--- src/rtl/hub_port_gate.sv ---
module hub_port_gate #(
  parameter int NPORTS  = 4,
  parameter int CLK_MHZ = 50,
  parameter int WIN_NS  = 300
) (
  input  logic              clk,
  input  logic              rst_n,
  input  logic              bus_scl,
  input  logic              bus_sda,
  input  logic [NPORTS-1:0] ctl_req,
  input  logic [NPORTS-1:0] loc_req,
  input  logic [NPORTS-1:0] port_scl_i,
  input  logic [NPORTS-1:0] port_sda_i,
  input  logic              hub_scl_drv,
  input  logic              hub_sda_drv,
  output logic [NPORTS-1:0] port_en,
  output logic [NPORTS-1:0] hub_scl_o,
  output logic [NPORTS-1:0] hub_sda_o,
  output logic [NPORTS-1:0] port_scl_pd,
  output logic [NPORTS-1:0] port_sda_pd
);
  localparam int WIN = (WIN_NS * CLK_MHZ + 999) / 1000;
  localparam int CW  = $clog2(WIN + 1);

  logic [2:0]        scl_sh, sda_sh;
  logic [NPORTS-1:0] req_s1, req_s2, lid_s1, loc_idle;
  logic              busy_q, busy_nxt, start_det, stop_det, open_win;
  logic [CW-1:0]     idle_cnt;

  always_ff @(posedge clk or negedge rst_n)
    if (!rst_n) begin
      scl_sh <= '1;
      sda_sh <= '1;
    end else begin
      scl_sh <= {scl_sh[1:0], bus_scl};
      sda_sh <= {sda_sh[1:0], bus_sda};
    end

  assign start_det = scl_sh[1] & scl_sh[2] &  sda_sh[2] & ~sda_sh[1];
  assign stop_det  = scl_sh[1] & scl_sh[2] & ~sda_sh[2] &  sda_sh[1];
  assign busy_nxt  = start_det | (busy_q & ~stop_det);
  assign open_win  = (idle_cnt == CW'(WIN)) & ~busy_nxt;

  always_ff @(posedge clk or negedge rst_n)
    if (!rst_n) begin
      busy_q   <= 1'b0;
      idle_cnt <= '0;
    end else begin
      busy_q <= busy_nxt;
      if (busy_nxt)
        idle_cnt <= '0;
      else if (idle_cnt != CW'(WIN))
        idle_cnt <= idle_cnt + 1'b1;
    end

  always_ff @(posedge clk or negedge rst_n)
    if (!rst_n) begin
      req_s1   <= '1;
      req_s2   <= '1;
      lid_s1   <= '1;
      loc_idle <= '1;
    end else begin
      req_s1   <= ctl_req | loc_req;
      req_s2   <= req_s1;
      lid_s1   <= port_scl_i & port_sda_i;
      loc_idle <= lid_s1;
    end

  for (genvar i = 0; i < NPORTS; i++) begin : g_port
    always_ff @(posedge clk or negedge rst_n)
      if (!rst_n)
        port_en[i] <= 1'b1;
      else if (open_win && loc_idle[i])
        port_en[i] <= req_s2[i];
  end

  assign hub_scl_o   = port_scl_i | ~port_en;
  assign hub_sda_o   = port_sda_i | ~port_en;
  assign port_scl_pd = port_en & {NPORTS{hub_scl_drv}};
  assign port_sda_pd = port_en & {NPORTS{hub_sda_drv}};
endmodule

--- config.mk ---
export PLATFORM = sky130hd
export DESIGN_NAME = hub_port_gate
export DESIGN_NICKNAME = d
export VERILOG_FILES = /design/src/rtl/hub_port_gate.sv
export SDC_FILE = /design/constraint.sdc
export NUM_CORES = 1
export LEC_CHECK = 0
export BUFFER_PORTS_ARGS = -buffer_cell sky130_fd_sc_hd__buf_2
export CAP_MARGIN = 20
export CELL_PAD_IN_SITES_DETAIL_PLACEMENT = 1
export CELL_PAD_IN_SITES_GLOBAL_PLACEMENT = 1
export CORE_UTILIZATION = 35
export DETAILED_ROUTE_END_ITERATION = 7
export PLACE_DENSITY_LB_ADDON = 0.1
export SLEW_MARGIN = 20
export SYNTH_ARGS = -nofsm -noshare
export SYNTH_HDL_FRONTEND = slang
export SYNTH_SLANG_ARGS = --single-unit
export TNS_END_PERCENT = 30
--- constraint.sdc ---
create_clock -name clk -period 2.02 [get_ports clk]
set_clock_uncertainty 0.05 [all_clocks]
set_input_delay 0.202 -clock clk [delete_from_list [all_inputs] [get_ports clk]]
set_output_delay 0.202 -clock clk [all_outputs]
set_load 0.02 [all_outputs]
* Word level (Yosys, flattened, before mapping)
Index checks and enable logic that the tools add are counted.
** Storage, ports and cells
- Flip-flop bits (word level) :: 31
- Input bits :: 22
- Output and inout bits :: 20
- Word-level logic and storage cells :: 41
** Cells by class
- $add $sub $neg :: 1
- Eq/ne operators :: 2
- Muxes and demuxes :: 2
- Bitwise gates (word level) :: 19
- Reductions and logical operators :: 5
** Operators with widths (count)
- 4-bit bitwise AND :: 3
- 4-bit bitwise OR :: 3
- 4-bit two-way mux :: 2
- 1-bit bitwise AND :: 7
- 4-bit by 1-bit adder with 4-bit output, second input constant :: 1
- 4-bit == test, second input constant :: 1
- 1-bit logical AND :: 4
- 4-bit != test, second input constant :: 1
- 1-bit NOT :: 4
- 4-bit NOT :: 1
- 2-bit nonzero test :: 1
- 1-bit bitwise OR :: 1

* Depth between registers and ports, before layout
- Depth in word-level cells :: 9
- Gate-level depth with buffers :: 6
- Mapped depth without buffers :: 5

* Worst setup path after synthesis
No wires, ideal clock.
- Kind :: register to register
- Start :: register idle_cnt[0]
- End :: register port_en[0]
- Setup time :: 85 ps
- Data arrival time :: 1407 ps
- Required time :: 1885 ps
- Path slack :: 478 ps
- Cell stages (with the launch flop) :: 7
- Buffers on the path :: 1
- Period minus slack after synthesis :: 1542 ps
- Cell sequence :: dfrtp_1 > ha_1 > and3_1 > clkbuf_1 > nand2_1 > nor2_1 > mux2_1
** On the way
- Cells in the longest elaborated chain, start to end :: 3
** RTL lines
- start: declaration :: RTL line 28 : logic [CW-1:0] idle_cnt;
- start signal: assignment :: RTL line 53 : idle_cnt <= idle_cnt + 1'b1;
- 4-bit == test :: RTL line 42 : assign open_win = (idle_cnt == CW'(WIN)) & ~busy_nxt;
- 1-bit bitwise AND :: RTL line 42
- 1-bit logical AND :: RTL line 73 : else if (open_win && loc_idle[i])
- end signal: indexed assignment :: RTL line 74 : port_en[i] <= req_s2[i];
- end: declaration :: RTL line 16 : output logic [NPORTS-1:0] port_en,
No other way between the ends.
A chain may end at the register's enable or synchronous reset.

* Final worst setup path
- Start :: register idle_cnt[0]
- End :: register port_en[2]
The elaborated chain is that of the path after synthesis.

==> impl_results.md <==
- Synth area leaders: dfstp_2 (58%), dfrtp_1 (11%), and2_1 (6.3%)
- # resized after CTS: 0
- Commonest non-fill, non-tap cell in the layout: buf_2
- DRT antenna net count: 0
- Ys Warns: 0
- Clock power share: 0.222
- Multi-input gate area: 368 um2
- Routed length per placed instance: 11.4 um
- Placed Area: 0.00144 mm2
- Compound-Gate Fraction of Synth Area: 0.0222
- Hold Vio Cnt, Final: 0
- PortBufs: a little over 40
- Hold Crit Depth: 2
- Most frequent cells in the layout: buf_2 (41), dfstp_2 (26), and2_1 (12), nor2_1 (9), dlygate4sd3_1 (9)
- Hold crit path type: input port to flip-flop
- Yosys top cell by area: dfstp_2
- Max Slew Vio Count: 0
- Setup WS post-layout: 0.390 ns
- Area grow syn2layout: 35.1%
- Starting Density: 0.378
- Clock root buffer master: clkbuf_4
- Ant diodes: 0
- Storage cell area: 808 um2
- Worst r2r src: idle_cnt[0]$_DFFE_PN0P_
- Vias per cell: ~4.3
- Clk sinks: 31
- Leakage power figure: between 0.7 and 0.8 nW
- Dpl ws: roughly 0.36 ns
- Data arrival time of the worst path: 1.83 ns
- Hold endpoint: req_s1[1]$_DFF_PN1_
- Largest net degree at the start of global routing: 32
- Post-synthesis mux area share: 0.0465
- Crit path kind: flip-flop to flip-flop
- Clock tree buffer depth: 2
- Num CTS Buffers: 5
- FILL cells: 340
- Worst-Skew Late Latency: 0.32 ns
- CP endpoint kind: flip-flop
- Comb power frac: 0.287
- Critical path required time: 2.22 ns
- Die W: 60.2 um
- Tmin final: 1.63 ns
- Total track usage: 0.146
- Mapped Area: 0.00118 mm2
- Final Setup Violations: 0
- Final Cycle Share: 0.807
- Reg power frac: 0.491
- CP max FO: 6
- Maxcap violations: 0
- Initial antenna violation count: 0
- Die ar.: 0.00362 mm2
- Net Sw Frac: 0.335
- Avg Inst Size Synth: 13.6 um2
- Routed WL: around 2100 um
- HP Start: loc_req[1]
- Die height: 60.2 um
- Clock slew seen by the registers of the worst setup and hold paths: 0.09 ns
- Reg-to-reg slack, setup: 0.39 ns
- Share of Yosys cell area claimed by the top area cell type: 0.577
- Setup_tns: 0 ns
- CTS tree: done
- Syn Nets: 110
- Status: complete, no violations
- F_max: 0.614 GHz
- Post-Synth Adder-Cell Area: 0.0106
- P_sw: 0.598 mW
- Via count: 811
- Synthesis-stage register bit count: 31
- Detail Placement HPWL: 1520 um
- Design Area, Final: 0.00160 mm2
- Core footprint: 0.00313 mm2
- PwrDens: 1120 mW/mm2
- Worst R2R End: port_en[2]$_DFFE_PN1P_
- Largest family of logic cells by synthesized area: simple AND/OR/NAND/NOR gates
- DRC viols: 0
- Num ports: 42
- Synth Area in Simple Gates: 0.224
- Pint: 1.19 mW
- Startpoint types: flip-flop
- Post-Route Utilization: 0.511
- Total power draw: 1.79 mW
- Vias in the first global route: 850
- RSZ-0062 raised after global routing: false
- DR pass1 iterations: 3
- Sequential share of the synthesized area: 0.683
- Max_slew headroom: 0.569
- R2R cell count: 5
- Post-synthesis xor/xnor area fraction: 0.00740
- Maximum VDD drop: 489 uV
- Final GP Congestion: 0.635
- GRT Residual Overflow: 0
- H-tree levels: 2
- First-pass GRT wire length: 3650 um
- Starting DRT DRC Count: 12
- Share of layout cells above drive strength 1: 0.563
- Cell count after synthesis: 87
- Worst-Margin Slew: ~0.65 ns
- Site row count: 20
- Final net count: 166
- Cell variety after synth: 21
==> power by group through the flow <==
stage	Combinational (mW)	Clock, mW	Sequential, mW
2_1_floorplan	0.291	0	0.908
3_3_place_gp	0.494	0	0.886
4_1_cts	0.517	0.421	0.883
5_1_grt	0.569	0.449	0.900
3_5_place_dp	0.505	0	0.892
6_report	0.513	0.396	0.878
==> cell usage after synthesis <==
| library cell | n |
|---|---|
| dfstp_2 | 26 |
| nand3b_4 | 1 |
| nand3_1 | 1 |
| dfrtp_1 | 5 |
| nor3_1 | 2 |
| and3_1 | 1 |
| xor2_1 | 1 |
| nor3b_1 | 1 |
| a31oi_1 | 1 |
| mux2_1 | 4 |
| and4b_4 | 1 |
| ha_1 | 1 |
| inv_1 | 1 |
| nand2_1 | 5 |
| nand2b_1 | 8 |
| nor2_1 | 9 |
| mux2i_1 | 1 |
| clkbuf_1 | 1 |
| a211oi_4 | 1 |
| or2_2 | 4 |
| and2_1 | 12 |
==> how the worst max path moves through the flow <==
stage                     cells past startpoint                     end                    start
final                                         5  port_en[2]$_DFFE_PN1P_  idle_cnt[0]$_DFFE_PN0P_
after global routing                          5  port_en[1]$_DFFE_PN1P_  idle_cnt[0]$_DFFE_PN0P_
after CTS                                     4  port_en[2]$_DFFE_PN1P_      scl_sh[1]$_DFF_PN1_
after detailed placement                      4  port_en[0]$_DFFE_PN1P_      scl_sh[1]$_DFF_PN1_
after global placement                        4  port_en[3]$_DFFE_PN1P_      scl_sh[1]$_DFF_PN1_
after floorplan                               6  port_en[0]$_DFFE_PN1P_  idle_cnt[0]$_DFFE_PN0P_
==> cell families (layout without fill, tap and decap cells) <==
family / after synthesis / after routing
adder cells (fa/ha/maj): 1 / 1
buffers and inverters: 2 / 59
AND/OR/NAND/NOR: 45 / 45
XOR/XNOR: 1 / 1
multiplexers: 5 / 5
flip-flops: 31 / 31
AO/OA/AOI/OAI: 2 / 2
==> critical path: stages, from the launching register on <==
cell and delay [ns]:
dfrtp_1 0.42, ha_1 0.23, and3_1 0.33, nand2_1 0.10, nor2_1 0.11, mux2_1 0.33
==> per-stage QoR <==
stage | std cells | hold slack (ns)
2_1_floorplan | 87 | -0.144
3_3_place_gp | 171 | 0.211
3_5_place_dp | 171 | 0.217
4_1_cts | 185 | 0.000993
5_1_grt | 188 | 0.00178
6_report | 188 | 0.0203
==> sequential cells by signal (all words and copies together), names as in the netlist <==
signal,cells
idle_cnt,4
port_en,4
lid_s1,4
req_s1,4
req_s2,4
sda_sh,3
loc_idle,4
scl_sh,3
busy_q,1
==> layer usage <==
layer,part of all wire,track usage,up-vias
li1,-,-,390
met1,0.40,0.167,393
met2,0.54,0.231,26
met3,0.053,0.0714,2
met4,0.0065,0.0598,0
met5,0,0,-
==> final cells by class <==
class	count	area share
repair buffers	50	0.185
well taps	44	0.0344
multi-input cells	54	0.230
flip-flops and latches	31	0.505
clock buffers	8	0.0430
inverters	1	0.00235
==> timing repair <==
| item | 4_1_cts | 5_1_grt |
|---|---|---|
| hold endpoints to repair | 10 | 2 |
| hold buffers | 6 | 3 |
| buffers inserted | 0 | 0 |
Power figures use the tool's default switching activity.
